==> src/rtl/irq_flag_pkg.sv <==
// Package: shared constants and source indices for the interrupt flag controller.
// Assumes the source field sits directly below the summary bit.
package irq_flag_pkg;
    localparam int NUM_SRC  = 3;
    localparam int DATA_W   = 8;
    localparam int FLAG_LSB = 4;
    localparam int IRQF_BIT = 7;

    typedef enum int {
        SRC_UPDATE   = 0,
        SRC_ALARM    = 1,
        SRC_PERIODIC = 2
    } src_idx_e;
endpackage

==> src/rtl/irq_src_cell.sv <==
// Module: one source's sticky flag plus a pending latch for events that arrive
// during a read. Assumes ev is a one-cycle pulse and rd_stb marks a read cycle.
module irq_src_cell (
    input  logic clk,
    input  logic rst_n,
    input  logic ev,
    input  logic rd_stb,
    output logic flag_o,
    output logic pend_o
);
    logic flag_q;
    logic pend_q;

    // Flag/pending update: a read clears the flag and holds new events back.
    always_ff @(posedge clk) begin
        if (!rst_n) begin
            flag_q <= 1'b0;
            pend_q <= 1'b0;
        end else if (rd_stb) begin
            flag_q <= 1'b0;
            pend_q <= pend_q | ev;
        end else begin
            flag_q <= flag_q | pend_q | ev;
            pend_q <= 1'b0;
        end
    end

    assign flag_o = flag_q;
    assign pend_o = pend_q;
endmodule

==> src/rtl/irq_en_reg.sv <==
// Module: host-written enable register. Takes the source field out of the write
// data. Assumes the field starts at bit LSB and that LSB+NUM_SRC <= DATA_W.
module irq_en_reg #(
    parameter int DATA_W  = 8,
    parameter int NUM_SRC = 3,
    parameter int LSB     = 4
) (
    input  logic              clk,
    input  logic              rst_n,
    input  logic              wr_en,
    input  logic [DATA_W-1:0] wr_data,
    output logic [NUM_SRC-1:0] en_o
);
    logic [NUM_SRC-1:0] en_q;

    // Enable capture: load the source field on a write strobe.
    always_ff @(posedge clk) begin
        if (!rst_n)
            en_q <= '0;
        else if (wr_en)
            en_q <= wr_data[LSB +: NUM_SRC];
    end

    assign en_o = en_q;
endmodule

==> src/rtl/irq_status_snap.sv <==
// Module: status holding register. Captures the summary bit and the flags on a
// read strobe and keeps them until the next read. Unused bits read as 0.
module irq_status_snap #(
    parameter int DATA_W   = 8,
    parameter int NUM_SRC  = 3,
    parameter int LSB      = 4,
    parameter int IRQF_POS = 7
) (
    input  logic               clk,
    input  logic               rst_n,
    input  logic               rd_stb,
    input  logic               irq_act,
    input  logic [NUM_SRC-1:0] flags,
    output logic [DATA_W-1:0]  rd_data
);
    logic [DATA_W-1:0] snap_d;
    logic [DATA_W-1:0] snap_q;

    // Status word assembly: place the flags and the summary bit.
    always_comb begin
        snap_d = '0;
        snap_d[LSB +: NUM_SRC] = flags;
        snap_d[IRQF_POS] = irq_act;
    end

    // Capture: take the snapshot only at the edge that samples the strobe.
    always_ff @(posedge clk) begin
        if (!rst_n)
            snap_q <= '0;
        else if (rd_stb)
            snap_q <= snap_d;
    end

    assign rd_data = snap_q;
endmodule

==> src/rtl/irq_flag_ctrl.sv <==
// Module: top of the interrupt flag controller. One cell per source, the
// enable register, the status holding register and the active-low request.
// Assumes the event inputs and strobes are synchronous to clk.
module irq_flag_ctrl
    import irq_flag_pkg::*;
#(
    parameter int P_NUM_SRC  = NUM_SRC,
    parameter int P_DATA_W   = DATA_W,
    parameter int P_FLAG_LSB = FLAG_LSB,
    parameter int P_IRQF_BIT = IRQF_BIT
) (
    input  logic                clk,
    input  logic                rst_n,
    input  logic                ev_update,
    input  logic                ev_alarm,
    input  logic                ev_periodic,
    input  logic                wr_en,
    input  logic [P_DATA_W-1:0] wr_data,
    input  logic                rd_stb,
    output logic [P_DATA_W-1:0] rd_data,
    output logic                irq_n
);
    logic [P_NUM_SRC-1:0] ev_vec;
    logic [P_NUM_SRC-1:0] flag_vec;
    logic [P_NUM_SRC-1:0] pend_vec;
    logic [P_NUM_SRC-1:0] en_vec;
    logic                 irq_act;

    // Event gathering: map the named pulses onto source indices.
    always_comb begin
        ev_vec = '0;
        ev_vec[SRC_UPDATE]   = ev_update;
        ev_vec[SRC_ALARM]    = ev_alarm;
        ev_vec[SRC_PERIODIC] = ev_periodic;
    end

    for (genvar gi = 0; gi < P_NUM_SRC; gi++) begin : g_src
        irq_src_cell cell_i (
            .clk    (clk),
            .rst_n  (rst_n),
            .ev     (ev_vec[gi]),
            .rd_stb (rd_stb),
            .flag_o (flag_vec[gi]),
            .pend_o (pend_vec[gi])
        );
    end

    irq_en_reg #(
        .DATA_W  (P_DATA_W),
        .NUM_SRC (P_NUM_SRC),
        .LSB     (P_FLAG_LSB)
    ) en_i (
        .clk     (clk),
        .rst_n   (rst_n),
        .wr_en   (wr_en),
        .wr_data (wr_data),
        .en_o    (en_vec)
    );

    // Request: active while any enabled source holds a flag.
    always_comb irq_act = |(flag_vec & en_vec);

    assign irq_n = ~irq_act;

    irq_status_snap #(
        .DATA_W   (P_DATA_W),
        .NUM_SRC  (P_NUM_SRC),
        .LSB      (P_FLAG_LSB),
        .IRQF_POS (P_IRQF_BIT)
    ) snap_i (
        .clk     (clk),
        .rst_n   (rst_n),
        .rd_stb  (rd_stb),
        .irq_act (irq_act),
        .flags   (flag_vec),
        .rd_data (rd_data)
    );
endmodule

==> config.mk <==
export PLATFORM = sky130hd
export DESIGN_NAME = irq_flag_ctrl
export DESIGN_NICKNAME = d
export VERILOG_FILES = /design/src/rtl/irq_flag_pkg.sv /design/src/rtl/irq_src_cell.sv /design/src/rtl/irq_en_reg.sv /design/src/rtl/irq_status_snap.sv /design/src/rtl/irq_flag_ctrl.sv
export SDC_FILE = /design/constraint.sdc
export NUM_CORES = 1
export LEC_CHECK = 0
export BUFFER_PORTS_ARGS = -buffer_cell sky130_fd_sc_hd__buf_2
export CAP_MARGIN = 15
export CORE_AREA = 2 2 39 41
export CTS_CLUSTER_SIZE = 24
export DETAILED_ROUTE_END_ITERATION = 12
export DIE_AREA = 0 0 41 43
export PLACE_DENSITY_LB_ADDON = 0.25
export SLEW_MARGIN = 30
export SYNTH_ARGS = -nofsm -noshare
export SYNTH_HDL_FRONTEND = slang
export SYNTH_SLANG_ARGS = --single-unit
==> constraint.sdc <==
create_clock -name clk -period 1.2 [get_ports clk]
set_clock_uncertainty 0.05 [all_clocks]
set_input_delay 0.12 -clock clk [delete_from_list [all_inputs] [get_ports clk]]
set_output_delay 0.12 -clock clk [all_outputs]
set_load 0.01 [all_outputs]
==> flow_summary_export.csv <==
group,metric,value,unit
synthesis,syn-instance-count,48,
critical_path,reg2reg_to,"snap_i.rd_data[7]$_SDFFE_PN0P_",
place,gp_congestion,0.672,
synthesis,ys_seq_area_share,54.7,%
power_and_ir_drop,p_clk_share,32.8,%
synthesis,netlist_area,475,um2
final_layout,nFillCells,134,
synthesis,yosysTopAreaCell,"dfxtp_1",
sta,timing.final.crit_share,111,%
critical_path,r2r_slack,220,ps
critical_path,cp.required,1030,ps
power_and_ir_drop,p_seq_share,57.4,%
critical_path,r2r_cells,2,
critical_path,cp-end-kind,"output port",
clocking,clk_latency,270,ps
synthesis,yosys.area_share.adder,0,%
synthesis,synthMuxAreaShare,12.6,%
place,portBuffers,14,
power_and_ir_drop,power.total,0.000809,W
die,coreArea,1380,um2
clocking,holdBufCountCts,0,
final_layout,layout.nets,81,
synthesis,synth_compound_area_share,4.21,%
power_and_ir_drop,p_sw_share,23.3,%
synthesis,synth_top_family_by_area,"simple AND/OR/NAND/NOR gates",
power_and_ir_drop,p_switching,0.000188,W
hold_path,min-delay-start,"ev_alarm",
clocking,clockBufferDepth,2,
route,wl_per_cell,9.46,um
hold_path,min_path_type,"input pin to register",
place,dpl_cell_area,549,um2
global_routing,grt_overflow_total,0,
sta,rsz0062_at_grt,"yes",
synthesis,ys_types,13,
die,dieHeight,43,um
global_routing,grt_pass1_wl,1.20,mm
clocking,clkSinkCount,13,
route,viasPerCell,4.23,
die,ioPinCount,24,
final_layout,layout-drive-gt1-share,27.7,%
sta,setup_slack,-135,ps
final_layout,instances_no_fill,81,
sta,finalSetupViolCount,1,
power_and_ir_drop,peakVddDrop,0.889,mV
place,place.detailed.hpwl,603,um
route,vias,343,
global_routing,antenna_found_initial,0,
flow_run,maxCapViolCount,0,
final_layout,regArea,260,um2
global_routing,gr-usage-all-layers,10.7,%
final_layout,final_area,576,um2
power_and_ir_drop,comb_power_share,9.8,%
synthesis,ys_warn_count,0,
route,drt-total-wl,766,um
sta,clock.fmax,749,MHz
die,dieArea,1760,um2
synthesis,synth_area_leaders,"dfxtp_1, mux2i_1, nor2b_1",
global_routing,grt_start_max_net_pins,10,
sta,final_max_slew_viol_count,0,
critical_path,crit_type,"register to output port",
place,dp_cells,77,
clocking,clk_pin_slew_worst_paths,80,ps
route,ant_nets,0,
route,dr.first_iter.drc_count,2,
synthesis,synth_top_area_share,54.7,%
die,die_w,41,um
clocking,cts_root_buf,"clkbuf_4",
critical_path,cp_max_fo,2,
power_and_ir_drop,powerDensity,1410,nW/um2
sta,hold_viol,0,
route,drcViolationCount,0,
final_layout,area_growth,21.1,%
hold_path,whs_endpoint,"g_src[1].cell_i.flag_o$_SDFF_PP0_",
critical_path,critical_path_arrival,1170,ps
synthesis,avgSynthCellArea,9.91,um2
sta,period_minus_slack,1340,ps
status,status,"finished with violations",
die,start_util,34.4,%
clocking,cts-buffers-inserted,3,
synthesis,synth_xor_xnor_area_share,0,%
die,rows,14,
hold_path,worstHoldPathCells,3,
global_routing,grt_pass1_vias,287,
status,failed_checks,"negative setup slack",
clocking,cts_setup_buffers,0,
clocking,cts_resized,0,
power_and_ir_drop,internal_power,0.000621,W
critical_path,start_kind,"register",
clocking,cts_tree,"done",
final_layout,multi_input_area,191,um2
clocking,ctsHtreeMaxLevel,1,
route,drtPass1Iterations,4,
synthesis,synth_seq_cells,13,
final_layout,num_antenna_cells,0,
power_and_ir_drop,leakagePower,0.271,nW
critical_path,timing.rr.start,"g_src[2].cell_i.flag_o$_SDFF_PP0_",
synthesis,synthSimpleGateAreaFrac,20.3,%
## repair_timing
action | in CTS | in global routing
pin swaps | 1 | 0
hold endpoints to repair | 0 | 0
endpoints found under the setup margin | 1 | 1
## layout make-up
type | instances | share of cell area, %
multi-input combinational | 33 | 33.3
tap | 16 | 3.48
sequential | 13 | 45.2
timing repair buffer | 15 | 13.5
clock buffer | 4 | 4.57
## power groups by stage
stage / clock network, W / registers (W) / logic, W
floorplan: 0 / 0.000475 / 0.0000550
global placement: 0 / 0.000474 / 0.0000801
detailed placement: 0 / 0.000475 / 0.0000801
CTS: 0.000279 / 0.000465 / 0.0000804
global route: 0.000299 / 0.000467 / 0.0000899
finish: 0.000266 / 0.000465 / 0.0000791
## cell usage after synthesis, drive strengths merged
master,instances
nand2b,1
o21ai,1
a21oi,1
nor3,3
nand2,1
conb,1
mux2i,6
buf,5
a222oi,1
nor2b,6
nor2,9
dfxtp,13
## worst max-delay path, cell delays in order, from the launching register on
cell and delay (ps):
dfxtp_1 310, a222oi_1 380, buf_2 200
## worst max-delay path by stage
stage | from | to | slack (ps) | depth (start not counted)
6_report | g_src[2].cell_i.flag_o$_SDFF_PP0_ | irq_n | -140 | 2
5_1_grt | g_src[2].cell_i.flag_o$_SDFF_PP0_ | irq_n | -210 | 2
4_1_cts | g_src[2].cell_i.flag_o$_SDFF_PP0_ | irq_n | -170 | 2
3_5_place_dp | g_src[0].cell_i.flag_o$_SDFF_PP0_ | irq_n | 130 | 2
3_3_place_gp | g_src[0].cell_i.flag_o$_SDFF_PP0_ | irq_n | 130 | 2
2_1_floorplan | g_src[2].cell_i.flag_o$_SDFF_PP0_ | snap_i.rd_data[7]$_SDFFE_PN0P_ | 70 | 2
## cells by family (layout without fill, tap and decap cells)
kind of cell,after synthesis,in the layout
multiplexers,6,6
flip-flops,13,13
AO/OA/AOI/OAI,3,3
AND/OR/NAND/NOR,20,20
buffers and inverters,5,19
other,1,4
## stage by stage
stage	worst slack (ps)	util (%)	TNS (ps)	hold WS (ps)
2_1_floorplan	67.9	-	0	191
3_3_place_gp	134	39.7	0	297
3_5_place_dp	133	39.7	0	305
4_1_cts	-166	41.6	-166	16.7
5_1_grt	-206	41.6	-206	24.4
6_report	-135	41.6	-135	22.1
## registers in the layout, indices dropped and copies added, names as in the netlist
register	cells
snap_i.rd_data	4
g_src.cell_i.pend_o	3
g_src.cell_i.flag_o	3
en_i.en_o	3
## metal layers
metal / vias to the layer above / share of wire, % / track usage (%)
met4: 0 / 1.0 / 6.00
met2: 10 / 42 / 13.8
li1: 189 / - / -
met3: 2 / 6.5 / 7.85
met5: - / 0 / 0
met1: 142 / 50 / 12.5
## cells in the final DEF, fill, tap and decap left out
cell	n
buf_2	14
dfxtp_1	13
nor2_1	9
mux2i_1	6
nor2b_1	6
conb_1	4
nor3_1	3
clkbuf_4	3
a222oi_1	1
o21ai_0	1
a21oi_1	1
nand2_1	1
nand2b_1	1
clkbuf_1	1
buf_4	1
Note: power is estimated with default switching activity, not from simulation.
